===== src/rtl/pte_perm_pkg.sv =====
package pte_perm_pkg;
  typedef enum logic [1:0] {
    ACC_LOAD  = 2'b00,
    ACC_STORE = 2'b01,
    ACC_FETCH = 2'b10,
    ACC_RSVD  = 2'b11
  } acc_e;

  localparam int BitRef   = 8;
  localparam int BitChg   = 7;
  localparam int AttHi    = 5;
  localparam int AttLo    = 4;
  localparam int BitPriv  = 3;
  localparam int BitRd    = 2;
  localparam int BitRw    = 1;
  localparam int BitEx    = 0;
  localparam logic [1:0] AttNonIdemIo = 2'b10;

  localparam int CauseNoExec = 28;
  localparam int CauseProt   = 27;

  typedef struct packed {
    logic capture;
  } strobe_t;
endpackage


===== src/rtl/pte_perm_ctrl.sv =====
module pte_perm_ctrl
  import pte_perm_pkg::*;
(
  input  logic    clk,
  input  logic    rst_n,
  input  logic    inValid,
  output strobe_t strobe,
  output logic    outValid
);
  assign strobe.capture = inValid;

  always_ff @(posedge clk or negedge rst_n) begin
    if (!rst_n) outValid <= 1'b0;
    else        outValid <= inValid;
  end

  // one output pulse per accepted input, one cycle later
  a_r2_valid_latency: assert property (@(posedge clk) disable iff (!rst_n)
    inValid |=> outValid);
  a_r2_no_spurious: assert property (@(posedge clk) disable iff (!rst_n)
    !inValid |=> !outValid);
endmodule


===== src/rtl/pte_perm_dp.sv =====
module pte_perm_dp
  import pte_perm_pkg::*;
#(
  parameter int EntryW = 64,
  parameter int CauseW = 32
) (
  input  logic              clk,
  input  logic              rst_n,
  input  strobe_t           strobe,
  input  logic [EntryW-1:0] entry,
  input  logic [1:0]        accType,
  input  logic              procUser,
  input  logic              ctxUser,
  input  logic              secondStage,
  input  logic [2:0]        amrMask,
  output logic [2:0]        grantRwx,
  output logic              protFault,
  output logic [CauseW-1:0] causeWord,
  output logic              rcFault
);
  logic       isFetch, isStore;
  logic       isIo, isPriv;
  logic [2:0] entryRwx, needRwx, grantNext;
  logic       faultNext, rcNext;
  logic [CauseW-1:0] causeNext;
  logic       unusedBits;

  assign unusedBits = ^{entry[EntryW-1:BitRef+1], entry[6]};

  assign isFetch  = (accType == ACC_FETCH);
  assign isStore  = (accType == ACC_STORE);
  assign isIo     = (entry[AttHi:AttLo] == AttNonIdemIo);
  assign isPriv   = entry[BitPriv];
  assign entryRwx = {entry[BitRd] | entry[BitRw], entry[BitRw], entry[BitEx]};
  assign needRwx  = isFetch ? 3'b001 : (isStore ? 3'b010 : 3'b100);

  always_comb begin
    grantNext = 3'b000;
    faultNext = 1'b0;
    causeNext = '0;
    if (isIo && isFetch) begin
      faultNext              = 1'b1;
      causeNext[CauseNoExec] = 1'b1;
    end else begin
      if (!secondStage && isPriv && procUser)
        grantNext = 3'b000;
      else if (ctxUser || isPriv || secondStage)
        grantNext = entryRwx;
      else
        grantNext = entryRwx & amrMask;
      if ((needRwx & ~grantNext) != 3'b000) begin
        faultNext = 1'b1;
        if (isFetch) causeNext[CauseNoExec] = 1'b1;
        else         causeNext[CauseProt]   = 1'b1;
      end
    end
  end

  always_comb begin
    if (isStore) rcNext = !(entry[BitRef] && entry[BitChg]);
    else         rcNext = !entry[BitRef];
  end

  always_ff @(posedge clk or negedge rst_n) begin
    if (!rst_n) begin
      grantRwx  <= 3'b000;
      protFault <= 1'b0;
      causeWord <= '0;
      rcFault   <= 1'b0;
    end else if (strobe.capture) begin
      grantRwx  <= grantNext;
      protFault <= faultNext;
      causeWord <= causeNext;
      rcFault   <= rcNext;
    end
  end

  // I/O fetch faults with guarded cause and no rights
  a_r3_io_fetch: assert property (@(posedge clk) disable iff (!rst_n)
    (strobe.capture && isFetch && isIo) |=>
      (protFault && grantRwx == 3'b000 && causeWord[CauseNoExec] && !causeWord[CauseProt]));
  // privileged page, user mode, first stage gives nothing
  a_r4_priv_user_empty: assert property (@(posedge clk) disable iff (!rst_n)
    (strobe.capture && !secondStage && isPriv && procUser) |=> (grantRwx == 3'b000));
  // cause is nonzero exactly when a fault is reported, one bit at most
  a_r7_cause_fault: assert property (@(posedge clk) disable iff (!rst_n)
    (protFault == (causeWord != '0)) && $onehot0(causeWord));
  // store without both bits must flag
  a_r8_store_rc: assert property (@(posedge clk) disable iff (!rst_n)
    (strobe.capture && isStore && !(entry[BitRef] && entry[BitChg])) |=> rcFault);
  // results hold while idle
  a_r2_hold: assert property (@(posedge clk) disable iff (!rst_n)
    !strobe.capture |=> ($stable(grantRwx) && $stable(causeWord) && $stable(rcFault)));
endmodule


===== src/rtl/pte_perm_check.sv =====
module pte_perm_check
  import pte_perm_pkg::*;
#(
  parameter int EntryW = 64,
  parameter int CauseW = 32
) (
  input  logic              clk,
  input  logic              rst_n,
  input  logic              inValid,
  input  logic [EntryW-1:0] entry,
  input  logic [1:0]        accType,
  input  logic              procUser,
  input  logic              ctxUser,
  input  logic              secondStage,
  input  logic [2:0]        amrMask,
  output logic              outValid,
  output logic [2:0]        grantRwx,
  output logic              protFault,
  output logic [CauseW-1:0] causeWord,
  output logic              rcFault
);
  strobe_t strobe;

  pte_perm_ctrl u_ctrl (
    .clk      (clk),
    .rst_n    (rst_n),
    .inValid  (inValid),
    .strobe   (strobe),
    .outValid (outValid)
  );

  pte_perm_dp #(.EntryW(EntryW), .CauseW(CauseW)) u_dp (
    .clk         (clk),
    .rst_n       (rst_n),
    .strobe      (strobe),
    .entry       (entry),
    .accType     (accType),
    .procUser    (procUser),
    .ctxUser     (ctxUser),
    .secondStage (secondStage),
    .amrMask     (amrMask),
    .grantRwx    (grantRwx),
    .protFault   (protFault),
    .causeWord   (causeWord),
    .rcFault     (rcFault)
  );
endmodule


===== config.mk =====
export PLATFORM = sky130hd
export DESIGN_NAME = pte_perm_check
export DESIGN_NICKNAME = d
export VERILOG_FILES = /design/src/rtl/pte_perm_pkg.sv /design/src/rtl/pte_perm_ctrl.sv /design/src/rtl/pte_perm_dp.sv /design/src/rtl/pte_perm_check.sv
export SDC_FILE = /design/constraint.sdc
export NUM_CORES = 1
export LEC_CHECK = 0
export BUFFER_PORTS_ARGS = -buffer_cell sky130_fd_sc_hd__buf_4
export CORE_AREA = 2 2 46 65
export DETAILED_ROUTE_END_ITERATION = 10
export DIE_AREA = 0 0 48 67
export GPL_TIMING_DRIVEN = 0
export MAX_ROUTING_LAYER = met4
export PLACE_DENSITY = 0.81
export SLEW_MARGIN = 10
export SYNTH_ARGS = -nofsm -noshare
export SYNTH_HDL_FRONTEND = slang
export SYNTH_SLANG_ARGS = --single-unit

===== constraint.sdc =====
create_clock -name clk -period 1.2 [get_ports clk]
set_clock_uncertainty 0.2 [all_clocks]
set_input_delay 0.06 -clock clk [delete_from_list [all_inputs] [get_ports clk]]
set_output_delay 0.06 -clock clk [all_outputs]
set_load 0.01 [all_outputs]

==> flow_summary.toml, run 1 <==
[floorplanning]
die-width_um = 48
std_cell_rows = 22
die_y_um = 67
core_area_mm2 = 0.002615
initial_core_util_pct = 25.84
die-area_mm2 = 0.003216
num_io_pins = 113

[run_status]
status = "finished, violations left"
violations = "negative hold slack"

[timing]
setup_violations = 0
final_max_slew_viol_count = 0
rsz0062_at_grt = "false"
finalHoldViolCount = 2
finalSetupTns_ns = 0
hold_ws_ns = -0.01571
max_freq_mhz = 855.4
period_share_pct = 97.42
period_needed_ns = 1.169

[critical_path]
path_max_fanout = 7
end_kind = "register"
path_buf_inv = 2
start_kind = "input pin"
slowest_stage = "dlygate4sd3_1"
cp.arrival_ns = 1.11
slowest_delay_ns = 0.64
path_class = "input pin to register"
crit_chain = "buf_4, dlygate4sd3_1, o221a_1"
worstPathRequired_ns = 1.14
worst_path_dominant_cell_family = "buffers and inverters"

[placement]
routabilityCongestion = 0.7667
placedInstanceArea_mm2 = 0.001033
place_inst = 166
dp_hpwl_um = 1190
io_buffer_count = 26

[pwr]
intPower_w = 0.0006098
vdd_drop_max_v = 0.0002490
power.total_w = 0.0008574
p_leak_nw = 0.6425
swShare_pct = 28.88
combPwrFrac_pct = 39.9
switching_power_w = 0.0002476
power.density_mw_per_mm2 = 741.6
power_frac_seq_pct = 36.6
pwr-share-clk_pct = 23.5

[yosys]
ys_ff_latch = 8
avgSynthCellArea_um2 = 9.009
synth.largest_area_cell = "buf_4"
yosysSeqAreaShare_pct = 29.63
synth.top_cell.area_share_pct = 33.33
syn-instance-count = 75
yosysUniqueCellTypes = 26
synth_area_um2 = 675.6
synthTopCellsByArea = "buf_4, dfrtp_1, ha_1"
synth_warnings = 0

[cells_and_area]
num-fill-cells = 268
final_cell_area_mm2 = 0.001156
seqCellArea_um2 = 200.2
multi_input_area_um2 = 352.8
final_util_pct = 44.21
final_cells = 179
n_antenna_cell = 0
nNetsFinal = 222
area_growth_pct = 71.11
drive_gt1_share_pct = 45.45

[global_route]
gr-total-overflow = 0
grt_pass1_wl_um = 2180
grt_antenna_before_repair = 0
grt.total_usage_pct = 9.701
grt_pass1_vias = 539
grt_max_degree = 9

[clocking]
ctsHoldBuffers = 10
clk_latency_ns = 0.24
clk_pin_slew_ns = 0.06
cts_sinks = 8
clk_path_buf_depth = 2
htree_levels = 1
cts_tree = "built"
numCtsBuffers = 3
cts-root-buf = "clkbuf_4"

[routing]
drc = 0
drt_pass1_iterations = 4
wl_um = 1447
routed_via_density = 3.542
drt_iter0_markers = 7
vias = 634
wire_per_inst_um = 8.084
ant_nets = 0

[min_path]
hold_path_class = "input pin to register"

[run]
maxCapViolCount = 0
cells by family after synthesis:
kind of cell	share of synthesized area, %
adder cells (fa/ha/maj)	3.703
other	0.5550
AO/OA/AOI/OAI	19.45
flip-flops	29.63
AND/OR/NAND/NOR	11.11
buffers and inverters	35.56
timing repair:
action                                 4_1_cts  5_1_grt
gates resized for setup                      0        0
endpoints found under the hold margin       15        2
setup buffers                                0        0
worst paths after layout:
| path | cells past startpoint | end | from | slack (ns) |
|---|---|---|---|---|
| worst min-delay path | 3 | u_dp.grantRwx[1] | inValid | -0.02 |
| worst max-delay path | 3 | u_dp.causeWord[28] | inValid | 0.03 |
| worst min register to register | 1 | u_dp.grantRwx[2] | u_dp.grantRwx[2] | 0.30 |
| max in group asynchronous | 3 | u_dp.causeWord[27] | rst_n | 0.16 |
| worst max register to register | 1 | u_dp.causeWord[28] | u_dp.causeWord[28] | 0.27 |
| min in group asynchronous | 3 | u_dp.rcFault | rst_n | 0.51 |
metrics by stage:
step | setup WS [ns] | hold slack, ns
after floorplan | 0.001169 | -0.4356
after global placement | -0.1826 | -0.3201
after detailed placement | -0.1866 | -0.3167
after CTS | 0.03068 | -0.02937
after global routing | 0.02059 | -0.01052
final | 0.03096 | -0.01571
cell usage in the layout (no fill, tap or decap):
cell type and instances:
a211o_1 1, a21boi_0 1, a21o_2 1, a21oi_1 2
a22o_1 1, a31oi_1 1, a32o_1 1, buf_4 56
clkbuf_4 3, conb_1 30, dfrtp_1 8, dlygate4sd3_1 10
ha_1 1, ha_2 1, inv_1 4, nand2_1 2
nand2b_1 2, nand3b_1 2, nor2_1 3, nor3_1 1
nor3_2 1, o211ai_2 1, o21ai_0 3, o221a_1 1
o22a_1 1, o22ai_1 1, o2bb2ai_1 2, or2_4 1
or4_4 1
routing by layer:
layer | global-route usage, % | part of all wire (%)
met1 | 10.31 | 40
met2 | 16.33 | 47
met3 | 1.626 | 12
met4 | 5.068 | 0.69
met5 | - | 0
layout make-up:
type / instances / area share (%)
Multi-Input combinational cell: 62 / 30.52
Clock buffer: 3 / 1.948
Inverter: 4 / 1.299
Sequential cell: 8 / 17.32
Buffer: 30 / 19.48
Tap cell: 36 / 3.896
Timing Repair Buffer: 36 / 25.54
cells in the mapped netlist, drive strengths merged:
cell and number:
a211o 1, a21boi 1, a21o 1, a21oi 2, a22o 1, a31oi 1
a32o 1, buf 30, conb 1, dfrtp 8, ha 2, inv 4
nand2 2, nand2b 2, nand3b 2, nor2 3, nor3 2, o211ai 1
o21ai 3, o221a 1, o22a 1, o22ai 1, o2bb2ai 2, or2 1
or4 1
registers in the layout, summed over array words and instances, names as in the netlist:
signal	cells
u_dp.grantRwx	3
u_dp.causeWord	2
u_ctrl.outValid	1
u_dp.protFault	1
u_dp.rcFault	1
power groups by stage:
stage                     registers (W)  logic [W]  clock network, W
after floorplan                0.000330   0.000179                 0
after global placement         0.000317   0.000311                 0
after detailed placement       0.000318   0.000313                 0
after CTS                      0.000314   0.000340          0.000209
after global routing           0.000317   0.000377          0.000223
final                          0.000314   0.000342          0.000202
(Power assumes the default switching activity.)
==> run 2, diff against run 1 <==
--- a/config.mk
+++ b/config.mk
@@ -6,12 +6,12 @@
 export NUM_CORES = 1
 export LEC_CHECK = 0
 export BUFFER_PORTS_ARGS = -buffer_cell sky130_fd_sc_hd__buf_4
-export CORE_AREA = 2 2 46 65
+export CORE_AREA = 2 2 54 56
 export DETAILED_ROUTE_END_ITERATION = 10
-export DIE_AREA = 0 0 48 67
+export DIE_AREA = 0 0 56 58
 export GPL_TIMING_DRIVEN = 0
 export MAX_ROUTING_LAYER = met4
-export PLACE_DENSITY = 0.81
+export PLACE_DENSITY = 0.8
 export SLEW_MARGIN = 10
 export SYNTH_ARGS = -nofsm -noshare
 export SYNTH_HDL_FRONTEND = slang
==> run 2 against run 1 <==
Against the previous run: the run still ends with negative hold slack left; critical path depth unchanged; register-to-register slack is essentially flat; combinational power up 1%; count of clock-buffer cells in the layout did not move; worst hold slack lost 0.016 ns; global-route usage down 0.45 points; first-iteration DRC count shrank 29%; via count up 0.63%; utilization down 0.65 points; largest power group unchanged; highest routed layer unchanged.
==> flow_summary.toml, run 2 (synthesis gave the netlist of run 1 again) <==
[run_status]
status = "finished, violations left"
violations = "negative hold slack"

[critical_path]
end_kind = "register"
cp.arrival_ns = 1.11
path_class = "input pin to register"
reg2reg_to = "u_dp.causeWord[28]"
path_buf_inv = 2
path_max_fanout = 7
worst_path_dominant_cell_family = "buffers and inverters"
start_kind = "input pin"
reg2reg_depth = 1
r2r_start = "u_dp.causeWord[28]"
slowest_delay_ns = 0.65
worstPathRequired_ns = 1.15
reg2reg_slack_ns = 0.28
crit_chain = "buf_4, dlygate4sd3_1, o221a_1"
slowest_stage = "dlygate4sd3_1"

[routing]
met1_length_um = 610
vias = 638
wl_met3_um = 189
highest_layer = "met4"
dr_wl_met2_um = 718
drt_pass1_iterations = 4
drt_iter0_markers = 5
drc = 0
wl_um = 1528
ant_nets = 0
routed_via_density = 3.646
wire_per_inst_um = 8.731

[cells_and_area]
final_cell_mix = "buf_4, conb_1, dlygate4sd3_1"
top_register = "u_dp.grantRwx"
drive_gt1_share_pct = 45.14
nNetsFinal = 223
area_growth_pct = 71.67
num-fill-cells = 274
largest_reg_flops = 3
final_cell_area_mm2 = 0.001160
top_regs = "u_dp.grantRwx x3, u_dp.causeWord x2"
n_antenna_cell = 0
mostFrequentLayoutCell = "buf_4"

[placement]
dp_hpwl_um = 1191
io_buffer_count = 26
placedInstanceArea_mm2 = 0.001027
routabilityCongestion = 0.6900

[timing]
max_freq_mhz = 858.6
rsz0062_at_grt = "false"
finalHoldViolCount = 2
period_share_pct = 97.06
finalSetupTns_ns = 0
setup_violations = 0
hold_ws_ns = -0.03166
final_max_slew_viol_count = 0
period_needed_ns = 1.165

[min_path]
hold_end = "u_dp.grantRwx[1]"
hold_path_class = "input pin to register"
min_path_cells = 3
hold_path_startpoint = "inValid"

[pwr]
power.density_mw_per_mm2 = 748.6
p_leak_nw = 0.6467
power.total_w = 0.0008683
vdd_drop_max_v = 0.0004078

[clocking]
htree_levels = 1
cts_tree = "built"
clk_pin_slew_ns = 0.06
post_cts_buffers = 0
numCtsBuffers = 3
cts_sinks = 8
clk_path_buf_depth = 2
clk_latency_ns = 0.26
cts-root-buf = "clkbuf_4"

[floorplanning]
core_area_mm2 = 0.002663
die-width_um = 56
initial_core_util_pct = 25.38
die-area_mm2 = 0.003248
num_io_pins = 113
die_y_um = 58
std_cell_rows = 19

[global_route]
grt_max_degree = 10
grt_antenna_before_repair = 0
grt.total_usage_pct = 9.254
grt_pass1_vias = 513
gr-total-overflow = 0
grt_pass1_wl_um = 2214

[run]
maxCapViolCount = 0
-- run 2: cell count changes in the layout (fill, tap and decap cells not counted), sizes merged --
cell         delta
dlygate4sd3     +1
-- run 2: worst max-delay path by stage --
stage,start,to,slack [ns],depth (start not counted)
5_1_grt,inValid,u_dp.causeWord[28],0.008,3
3_3_place_gp,secondStage,u_dp.causeWord[28],-0.17,5
6_report,inValid,u_dp.causeWord[28],0.04,3
2_1_floorplan,secondStage,u_dp.causeWord[28],0.001,4
4_1_cts,secondStage,u_dp.causeWord[28],0.08,5
3_5_place_dp,secondStage,u_dp.causeWord[28],-0.19,5
-- run 2: what timing repair did --
action,4_1_cts,5_1_grt
setup endpoints to repair,0,0
endpoints found under the hold margin,15,5
resized for setup,0,0
hold buffers,8,3
-- run 2: report_power, final --
group | total, W | internal [W] | switching [W]
Clock | 0.000209 | 0.000115 | 0.0000947
Combinational | 0.000346 | 0.000200 | 0.000146
Sequential | 0.000313 | 0.000298 | 0.0000151
-- run 2: layout make-up --
| type | count | area [um2] | area share, % |
|---|---|---|---|
| sequential | 8 | 200.2 | 17.26 |
| buffer | 30 | 225.2 | 19.42 |
| tap | 31 | 38.79 | 3.344 |
| clock buffer | 3 | 22.52 | 1.942 |
| timing repair buffer | 37 | 305.3 | 26.32 |
| inverter | 4 | 15.01 | 1.295 |
| multi-input combinational | 62 | 352.8 | 30.42 |
-- run 2: stage by stage --
step / worst slack, ns / instances / hold slack (ns) / util [%]
floorplan: 0.001169 / 104 / -0.4356 / -
global placement: -0.1735 / 161 / -0.3174 / 38.58
detailed placement: -0.1945 / 161 / -0.3145 / 38.58
CTS: 0.08061 / 172 / -0.2212 / 42.43
global route: 0.008191 / 175 / -0.01923 / 43.56
finish: 0.03527 / 175 / -0.03166 / 43.56
-- run 2: per-layer routing --
metal / track usage [%] / vias up
met5: - / -
met4: 5.102 / 0
met3: 4.241 / 2
met2: 14.12 / 36
met1: 10.04 / 261
li1: - / 339
